File: config.mk
export PLATFORM = sky130hd
export DESIGN_NAME = idx_rot_monitor
export DESIGN_NICKNAME = d
export VERILOG_FILES = /design/src/rtl/idxmon_pkg.sv /design/src/rtl/idxmon_sync.sv /design/src/rtl/idxmon_tick_timer.sv /design/src/rtl/idxmon_rev_counter.sv /design/src/rtl/idx_rot_monitor.sv
export SDC_FILE = /design/constraint.sdc
export NUM_CORES = 1
export LEC_CHECK = 0
export ABC_AREA = 1
export BUFFER_PORTS_ARGS = -buffer_cell sky130_fd_sc_hd__buf_2
export CORE_MARGIN = 10
export CORE_UTILIZATION = 25
export CTS_BUF_LIST = sky130_fd_sc_hd__clkbuf_8 sky130_fd_sc_hd__clkbuf_16
export DETAILED_ROUTE_END_ITERATION = 6
export GPL_ROUTABILITY_DRIVEN = 0
export PLACE_DENSITY = 0.37
export SLEW_MARGIN = 30
export SYNTH_ARGS = -nofsm -noshare
export SYNTH_HDL_FRONTEND = slang
export SYNTH_HIERARCHICAL = 1
export SYNTH_SLANG_ARGS = --single-unit
File: constraint.sdc
create_clock -name clk -period 2.8 [get_ports clk]
set_input_delay 0.56 -clock clk [delete_from_list [all_inputs] [get_ports clk]]
set_output_delay 0.56 -clock clk [all_outputs]
set_load 0.01 [all_outputs]
File: src/rtl/idxmon_pkg.sv
package idxmon_pkg;
    typedef enum logic [1:0] {
        ST_IDLE = 2'd0,
        ST_PRES = 2'd1,
        ST_ARM  = 2'd2,
        ST_MEAS = 2'd3
    } mon_state_e;

    localparam logic [1:0] PR_NONE     = 2'b00;
    localparam logic [1:0] PR_EMPTY    = 2'b01;
    localparam logic [1:0] PR_STOPPED  = 2'b10;
    localparam logic [1:0] PR_SPINNING = 2'b11;
endpackage

File: src/rtl/idxmon_sync.sv
module idxmon_sync (
    input  logic clk,
    input  logic rst_n,
    input  logic async_in,
    output logic lvl,
    output logic fall
);
    typedef struct packed {
        logic s1;
        logic s2;
        logic s3;
    } sync_t;

    sync_t sy_d, sy_q;

    always_comb begin
        sy_d    = sy_q;
        sy_d.s1 = async_in;
        sy_d.s2 = sy_q.s1;
        sy_d.s3 = sy_q.s2;
    end

    always_ff @(posedge clk or negedge rst_n) begin
        if (!rst_n) sy_q <= '0;
        else        sy_q <= sy_d;
    end

    assign lvl  = sy_q.s2;
    assign fall = sy_q.s3 & ~sy_q.s2;

    AST_SYNC_DELAY: assert property (@(posedge clk) disable iff (!rst_n)
        fall |-> $past(sy_q.s1) == 1'b0) else $error("sync delay");
endmodule

File: src/rtl/idxmon_tick_timer.sv
module idxmon_tick_timer #(
    parameter int W = 10
) (
    input  logic         clk,
    input  logic         rst_n,
    input  logic         clear,
    input  logic         tick,
    input  logic [W-1:0] limit,
    output logic         expire
);
    logic [W-1:0] cnt_d, cnt_q;

    always_comb begin
        expire = tick && (cnt_q == limit - 1'b1);
        cnt_d  = cnt_q;
        if (clear || expire) cnt_d = '0;
        else if (tick)       cnt_d = cnt_q + 1'b1;
    end

    always_ff @(posedge clk or negedge rst_n) begin
        if (!rst_n) cnt_q <= '0;
        else        cnt_q <= cnt_d;
    end

    AST_TICK_BOUND: assert property (@(posedge clk) disable iff (!rst_n)
        !clear |-> cnt_q < limit) else $error("tick count past limit");
endmodule

File: src/rtl/idxmon_rev_counter.sv
module idxmon_rev_counter #(
    parameter int W = 12
) (
    input  logic         clk,
    input  logic         rst_n,
    input  logic         clear,
    input  logic         inc,
    output logic [W-1:0] total
);
    logic [W-1:0] cnt_d, cnt_q;

    always_comb begin
        total = cnt_q;
        if (inc && (cnt_q != {W{1'b1}})) total = cnt_q + 1'b1;
        cnt_d = clear ? '0 : total;
    end

    always_ff @(posedge clk or negedge rst_n) begin
        if (!rst_n) cnt_q <= '0;
        else        cnt_q <= cnt_d;
    end

    AST_REV_NO_WRAP: assert property (@(posedge clk) disable iff (!rst_n)
        !clear |=> (cnt_q >= $past(cnt_q))) else $error("revolution count wrapped");
endmodule

File: src/rtl/idx_rot_monitor.sv
module idx_rot_monitor
    import idxmon_pkg::*;
#(
    parameter int OPEN_TMO    = 4,
    parameter int WIN_SHORT   = 75,
    parameter int WIN_MID     = 300,
    parameter int WIN_LONG    = 600,
    parameter int SHIFT_SHORT = 3,
    parameter int SHIFT_MID   = 1,
    parameter int SHIFT_LONG  = 0,
    parameter int CNT_W       = 12,
    parameter int RPM_W       = 16
) (
    input  logic             clk,
    input  logic             rst_n,
    input  logic             index_raw,
    input  logic             tick,
    input  logic             start,
    input  logic [1:0]       win_sel,
    output logic [1:0]       presence,
    output logic [RPM_W-1:0] rpm,
    output logic             done,
    output logic             busy
);
    localparam int CLOSED_TMO = 3 * OPEN_TMO;
    localparam int LIM_MAX    = (CLOSED_TMO > WIN_LONG) ? CLOSED_TMO : WIN_LONG;
    localparam int TCNT_W     = $clog2(LIM_MAX + 1);
    localparam logic [RPM_W-1:0] RES_MASK = RPM_W'((1 << SHIFT_SHORT) - 1);

    typedef struct packed {
        mon_state_e       st;
        logic             ref_lvl;
        logic [1:0]       sel;
        logic [1:0]       pres;
        logic [RPM_W-1:0] rpm;
        logic             done;
    } ctl_t;

    ctl_t c_d, c_q;

    logic              idx_lvl, idx_fall;
    logic              tmr_clear, tmr_expire;
    logic [TCNT_W-1:0] tmr_limit, win_lim;
    int unsigned       win_shift;
    logic              rev_clear, rev_inc;
    logic [CNT_W-1:0]  rev_total;

    idxmon_sync u_sync (
        .clk      (clk),
        .rst_n    (rst_n),
        .async_in (index_raw),
        .lvl      (idx_lvl),
        .fall     (idx_fall)
    );

    idxmon_tick_timer #(.W(TCNT_W)) u_timer (
        .clk    (clk),
        .rst_n  (rst_n),
        .clear  (tmr_clear),
        .tick   (tick),
        .limit  (tmr_limit),
        .expire (tmr_expire)
    );

    idxmon_rev_counter #(.W(CNT_W)) u_revs (
        .clk   (clk),
        .rst_n (rst_n),
        .clear (rev_clear),
        .inc   (rev_inc),
        .total (rev_total)
    );

    always_comb begin
        case (c_q.sel)
            2'd0:    begin win_lim = TCNT_W'(WIN_SHORT); win_shift = SHIFT_SHORT; end
            2'd1:    begin win_lim = TCNT_W'(WIN_MID);   win_shift = SHIFT_MID;   end
            default: begin win_lim = TCNT_W'(WIN_LONG);  win_shift = SHIFT_LONG;  end
        endcase
        if (c_q.st == ST_PRES)
            tmr_limit = c_q.ref_lvl ? TCNT_W'(OPEN_TMO) : TCNT_W'(CLOSED_TMO);
        else
            tmr_limit = win_lim;
        tmr_clear = !((c_q.st == ST_PRES) || (c_q.st == ST_MEAS));
        rev_clear = (c_q.st != ST_MEAS);
        rev_inc   = (c_q.st == ST_MEAS) && idx_fall;
    end

    always_comb begin
        c_d = c_q;
        unique case (c_q.st)
            ST_IDLE: begin
                if (start) begin
                    c_d.st      = ST_PRES;
                    c_d.ref_lvl = idx_lvl;
                    c_d.sel     = win_sel;
                    c_d.pres    = PR_NONE;
                    c_d.rpm     = '0;
                    c_d.done    = 1'b0;
                end
            end
            ST_PRES: begin
                if (idx_lvl != c_q.ref_lvl) begin
                    c_d.pres = PR_SPINNING;
                    c_d.st   = ST_ARM;
                end else if (tmr_expire) begin
                    c_d.pres = c_q.ref_lvl ? PR_EMPTY : PR_STOPPED;
                    c_d.done = 1'b1;
                    c_d.st   = ST_IDLE;
                end
            end
            ST_ARM: begin
                if (idx_lvl) c_d.st = ST_MEAS;
            end
            ST_MEAS: begin
                if (tmr_expire) begin
                    c_d.rpm  = RPM_W'(rev_total) << win_shift;
                    c_d.done = 1'b1;
                    c_d.st   = ST_IDLE;
                end
            end
            default: c_d.st = ST_IDLE;
        endcase
    end

    always_ff @(posedge clk or negedge rst_n) begin
        if (!rst_n) c_q <= '{st: ST_IDLE, ref_lvl: 1'b0, sel: 2'd0, pres: PR_NONE,
                             rpm: '0, done: 1'b0};
        else        c_q <= c_d;
    end

    assign presence = c_q.pres;
    assign rpm      = c_q.rpm;
    assign done     = c_q.done;
    assign busy     = (c_q.st != ST_IDLE);

    AST_DONE_IDLE: assert property (@(posedge clk) disable iff (!rst_n)
        done |-> !busy) else $error("done while busy");
    AST_START_CLEARS: assert property (@(posedge clk) disable iff (!rst_n)
        (!busy && start) |=> (busy && !done)) else $error("start not taken");
    AST_IDLE_HOLD: assert property (@(posedge clk) disable iff (!rst_n)
        (!busy && !start) |=> ($stable(presence) && $stable(rpm) && $stable(done)))
        else $error("result changed while idle");
    AST_BUSY_START_IGNORED: assert property (@(posedge clk) disable iff (!rst_n)
        (busy && start) |=> $stable(c_q.sel)) else $error("start accepted while busy");
    AST_NO_SPIN_ZERO: assert property (@(posedge clk) disable iff (!rst_n)
        (done && presence != PR_SPINNING) |-> (rpm == '0)) else $error("rpm without spin");
    AST_SHORT_RES: assert property (@(posedge clk) disable iff (!rst_n)
        (done && c_q.sel == 2'd0) |-> ((rpm & RES_MASK) == '0)) else $error("short window resolution");
endmodule

---- Word level (Yosys, flattened, before mapping) ----
Index checks and enable logic that the tools add are counted.
storage, ports and cells
  register bits after elaboration ......... 49
  output and inout bits ................... 20
  word-level logic and storage cells ...... 71
cells by class
  add/sub/neg operators ................... 3
  eq/ne operators ......................... 14
  shift-type cells ........................ 1
  mux-type cells .......................... 22
  bitwise logic cells ..................... 2
  reduce and logical (&&, ||, !) cells .... 18
operators with widths
  kind                   count
  $pmux 16 s2            1
  $shl 12x32->16         1
  $mux 10                3
  $mux 12                2
  $mux 24                1
  $pmux 10 s2            1
  $mux 17                1
  $add 12x1->12 const B  1
  $mux 2                 6
  $ne 12x12->1 const B   1
  $add 10x1->10 const B  1
  $eq 10x10->1           1
  $ne 2x2->1 const B     5
  $sub 10x1->10 const B  1
  $pmux 2 s2             2
  $pmux 2 s4             1
  $reduce_bool 2->1      4
  $reduce_and 3->1       2
  $reduce_and 5->1       1
  $eq 2x1->1 const B     2
  $eq 2x2->1 const B     2
  $logic_not 2->1        2
  $mux 4                 1
  $reduce_and 2->1       2
  11 further kinds       15

---- Logic depth before layout (Yosys ltp) ----
  word-level depth ........................ 9
  mapped depth ............................ 21
  gate-level depth less buffers ........... 20

---- Hierarchy ----
The synthesis kept the hierarchy.
modules (own cells, without submodules)
  module              times used  cells an instance  area an instance (um^2)  sequential area each (um^2)
  idx_rot_monitor     1           206                1507.7                   575.6
  idxmon_tick_timer   1           141                895.9                    250.2
  idxmon_rev_counter  1           117                792.0                    300.3
  idxmon_sync         1           5                  85.1                     75.1

---- Worst setup path after synthesis ----
No wires, ideal clock.
  path type ............................... flip-flop to flip-flop
  from .................................... register c_q[23] (netlist bit)
  to ...................................... register c_q (netlist bit rpm[10])
  data arrival time ....................... 2.520 ns
  required time ........................... 2.735 ns
  path slack .............................. 0.215 ns
  stages on the path, launching flop included .. 18
  buffers on the path ..................... 0
  period minus slack after synthesis ...... 2.585 ns
  path through ............................ dfrtp_1 > inv_1 > nand2_1 > inv_1 > nor2_1 > inv_1 > ha_1 > xor2_1 > nand2_1 > a21oi_1 > nand2_1 > nor2_1 > nand3_2 > inv_1 > inv_1 > nor2_2 > nand4_1 > nand2_1
between the ends
  word-level cells in the longest chain between the ends .. 7
  elaborated cells between the ends (all ways) .. 17
  those cells by class .................... add/sub (1); eq/ne (5); shift (1); mux (4); reduce/logical (6)
RTL lines
  item                        line                     source
  from (decl)                 idx_rot_monitor.sv:39    ctl_t c_d, c_q;
  from (signal assigned)      idx_rot_monitor.sv:126   if (!rst_n) c_q <= '{st: ST_IDLE, ref_lvl: 1'b0, sel: 2'd0, pres: PR_NONE,
  $eq 2x1->1                  idx_rot_monitor.sv:79    if (c_q.st == ST_PRES)
  $mux 10                     idx_rot_monitor.sv:79
  net tmr_limit[0]            idx_rot_monitor.sv:43    logic [TCNT_W-1:0] tmr_limit, win_lim;
  $sub 10x1->10               idxmon_tick_timer.sv:14  expire = tick && (cnt_q == limit - 1'b1);
  $eq 10x10->1                idxmon_tick_timer.sv:14
  $logic_and 1x1->1           idxmon_tick_timer.sv:14
  net tmr_expire              idx_rot_monitor.sv:42    logic tmr_clear, tmr_expire;
  $ne 2x2->1 (no line)        n/a
  $reduce_and 3->1 (no line)  n/a
The timed path passes the listed nets, and every way through them passes these cells. The select of a mux whose other input is x is not followed.
A chain may end at the register's enable or synchronous reset.

---- Final worst setup path ----
  from .................................... register c_q[23] (netlist bit)
  to ...................................... register c_q (netlist bit presence[1])
between the ends
  word-level cells in the longest chain between the ends .. 7
  elaborated cells between the ends (all ways) .. 11
  those cells by class .................... add/sub (1); eq/ne (4); mux (2); reduce/logical (4)
RTL lines
  item                        line
  $eq 2x1->1                  idx_rot_monitor.sv:79
  $mux 10                     idx_rot_monitor.sv:79
  net tmr_limit[0]            idx_rot_monitor.sv:43
  $sub 10x1->10               idxmon_tick_timer.sv:14
  $eq 10x10->1                idxmon_tick_timer.sv:14
  $logic_and 1x1->1           idxmon_tick_timer.sv:14
  net tmr_expire              idx_rot_monitor.sv:42
  $ne 3x2->1 (no line)        n/a
  $reduce_and 3->1 (no line)  n/a
The timed path passes the listed nets, and every way through them passes these cells.

==> impl_metrics.yaml <==
status:
  outcome: "complete, no violations"
critical_path:
  critPathCaptureType: "register"
  r2r_slack_ns: 0.30
  r2r_end: "presence[1]"
  r2r_start: "c_q[23]"
  path_class: "reg -> reg"
  rr_worst_depth: 19
  crit_path_start_kind: "register"
  cp_max_fo: 5
  worstPathRequired_ns: 2.99
  arrival_ns: 2.69
clock_network:
  clk_pin_slew_ns: 0.07
  numCtsBuffers: 5
  holdBufCountCts: 0
  ctsRootBufferMaster: "clkbuf_16"
  cts_sinks: 48
  clkLatencyLatePin_ns: 0.30
  post_cts_buffers: 0
  clockBufferDepth: 2
  htreeDepth: 2
  cts_tree: "done"
place:
  place_hpwl_microns: 6380
  port_buffers: 25
synthesis:
  ys_warn_count: 6
  syn_inst: 469
  synth_top_area_share_pct: 36.6
  yosys.area.top_type: "dfrtp_1"
  async_flop_share_pct: 100
  synth_edf_count: 0
  synth_ff_type: "dfrtp_1"
  syn-cell-area_sq_um: 3280
  ys_seq_area_share_pct: 36.6
  synthDistinctLibCells: 33
  synth_area_leaders: "dfrtp_1 37%, nand2_1 17%, inv_1 7.4%"
  avgSynthCellArea_sq_um: 6.99
  synth-seq-cells: 48
finish:
  drive_above_1_share_pct: 16.6
  areaGrowthSynthToFinish_pct: 11.7
  insertedDiodeCount: 0
  fin_nets: 502
power:
  peakVddDrop_uv: 230
  p_seq_share_pct: 47.0
  finalPower_mw: 1.84
  power_frac_clock_pct: 31.5
  internal-power_mw: 1.25
  power_leakage_nw: 1.97
  swShare_pct: 32.5
  p_per_area_nw_per_um2: 503
  switchingPower_mw: 0.599
  p_comb_share_pct: 21.5
timing:
  finalCriticalPeriod_ns: 2.50
  hold_violations: 0
  tightest_slew_ns: 0.724
  fin_skew_ns: 0.00640
  fin_crit_sh_pct: 89.3
  fin_tns_setup_ns: 0
  relSlewSlack_pct: 51.8
  drv_slew: 0
  setup_violations: 0
  rsz0062_at_grt: "no"
  timing.fmax_mhz: 400
floorplanning:
  die_h_microns: 135
  rows: 41
  start_util_pct: 25.8
  fp.coreArea_sq_um: 12700
  io-pin-count: 27
  die_w_microns: 135
  die_area_sq_um: 18100
detailed_routing:
  first_pass_iters: 4
  vias: 2736
  routed_via_density: 4.15
  drtIter0Drc: 208
  post-route-drc-count: 0
  wl_per_cell_microns: 12.3
  ant_nets: 0
  routed_wl_microns: 8120
global_route:
  grt_max_degree: 31
  grt_pass1_wl_microns: 14100
  grt_pass1_vias: 2807
  grt.total_usage_pct: 9.68
  overflow: 0
  antenna_found_initial: 0
min_path:
  hold_class: "in -> async"
flow_run:
  drv_cap: 0
timing repair:
item,CTS,global route
hold endpoints to repair,0,0
resized for setup,0,4
endpoints found under the setup margin,0,18
Yosys cell counts (2+ instances only):
library cell	instances
a21oi_1	10
buf_2	3
buf_4	18
clkbuf_1	2
dfrtp_1	48
ha_1	5
inv_1	65
inv_2	2
nand2_1	146
nand2_2	13
nand2_4	4
nand3_1	25
nand3_2	4
nand3b_1	2
nand4_1	12
nor2_1	55
nor2_2	10
nor3_1	3
o21ai_0	9
o21bai_1	2
xnor2_1	5
xor2_1	15
worst max path at each step:
| stage | from | end | depth (start not counted) |
|---|---|---|---|
| 6_report | c_q[23] | presence[1] | 19 |
| 5_1_grt | c_q[23] | presence[0] | 19 |
| 4_1_cts | c_q[19] | rpm[7] | 16 |
| 3_5_place_dp | c_q[19] | rpm[7] | 16 |
| 3_3_place_gp | c_q[19] | rpm[6] | 16 |
| 2_1_floorplan | c_q[23] | rpm[10] | 17 |
per-layer routing:
metal	global-route usage [%]	share of wire (%)
met1	12.4	50
met2	15.3	44
met3	2.78	4.1
met4	3.20	1.4
met5	0	0
final cells by class:
cell class / count / area [sq um]
clock buffers: 5 / 125
multi-input cells: 330 / 1650
flip-flops and latches: 48 / 1200
inverters: 69 / 263
well taps: 172 / 215
repair buffers: 36 / 208
fillers: 1470 / 9060
cells by family (layout without fill, tap and decap cells):
family	after synthesis	count (layout)	synth area share, %
muxes	1	1	0.305
adders and majority gates	5	5	1.91
buffers and inverters	94	110	13.8
xor gates and xnor gates	20	20	5.34
and+or+nand+nor	276	276	37.9
other	1	4	0.114
AOI/OAI and AO/OA	24	24	4.00
DFF	48	48	36.6
power by group through the flow:
| stage | Combinational, mW | Clock [mW] | Sequential, mW |
|---|---|---|---|
| 3_3_place_gp | 0.400 | 0 | 0.880 |
| 3_5_place_dp | 0.403 | 0 | 0.880 |
| 4_1_cts | 0.406 | 0.612 | 0.867 |
| 5_1_grt | 0.478 | 0.621 | 0.881 |
| 2_1_floorplan | 0.313 | 0 | 0.853 |
| 6_report | 0.397 | 0.581 | 0.866 |
critical path, cell delays in order, from the launching register on:
cell and delay [ns]:
dfrtp_1 0.37, inv_1 0.07, nand2_1 0.11, inv_1 0.17
nor2_4 0.06, inv_1 0.09, ha_1 0.24, nand2_2 0.10
nor2_1 0.16, nand3_1 0.10, nand2_1 0.08, nand2_1 0.07
nor2_2 0.09, nand3_2 0.09, inv_1 0.08, inv_1 0.10
nand3b_1 0.16, nand3_1 0.12, nand2_1 0.08, nand2_1 0.05
state kept, by name, summed over array words and instances, names as in the netlist:
register,flops
u_timer/cnt_q,10
u_sync/sy_d,1
u_revs/cnt_q,12
presence,2
u_sync/sy_q,1
c_q,5
u_sync/lvl,1
rpm,15
done,1
layout by cell type, fill, tap and decap left out, drive strengths merged:
master | netlist | routed
conb | 1 | 4
o21ai | 10 | 10
nand4 | 12 | 12
o211ai | 1 | 1
nand3 | 29 | 29
a21oi | 11 | 11
inv | 68 | 68
nand2 | 164 | 164
ha | 5 | 5
nand3b | 2 | 2
xor2 | 15 | 15
xnor2 | 5 | 5
o21bai | 2 | 2
mux2i | 1 | 1
buf | 23 | 36
clkinv | 1 | 1
nor3 | 3 | 3
dfrtp | 48 | 48
nor2 | 66 | 66
clkbuf | 2 | 5
metrics by stage:
| step | hold slack (ns) | setup slack [ns] | instance area, sq um | std cells | util (%) |
|---|---|---|---|---|---|
| final | 0.318 | 0.301 | 3670 | 660 | 28.8 |
| after global routing | 0.357 | 0.0105 | 3670 | 660 | 28.8 |
| after CTS | 0.350 | 0.0962 | 3650 | 660 | 28.7 |
| after detailed placement | 0.335 | 0.115 | 3530 | 655 | 27.7 |
| after global placement | 0.336 | 0.207 | 3530 | 655 | 27.7 |
| after floorplan | 0.264 | 0.215 | 3290 | 472 | - |
Note: power is estimated with default switching activity, not from simulation.
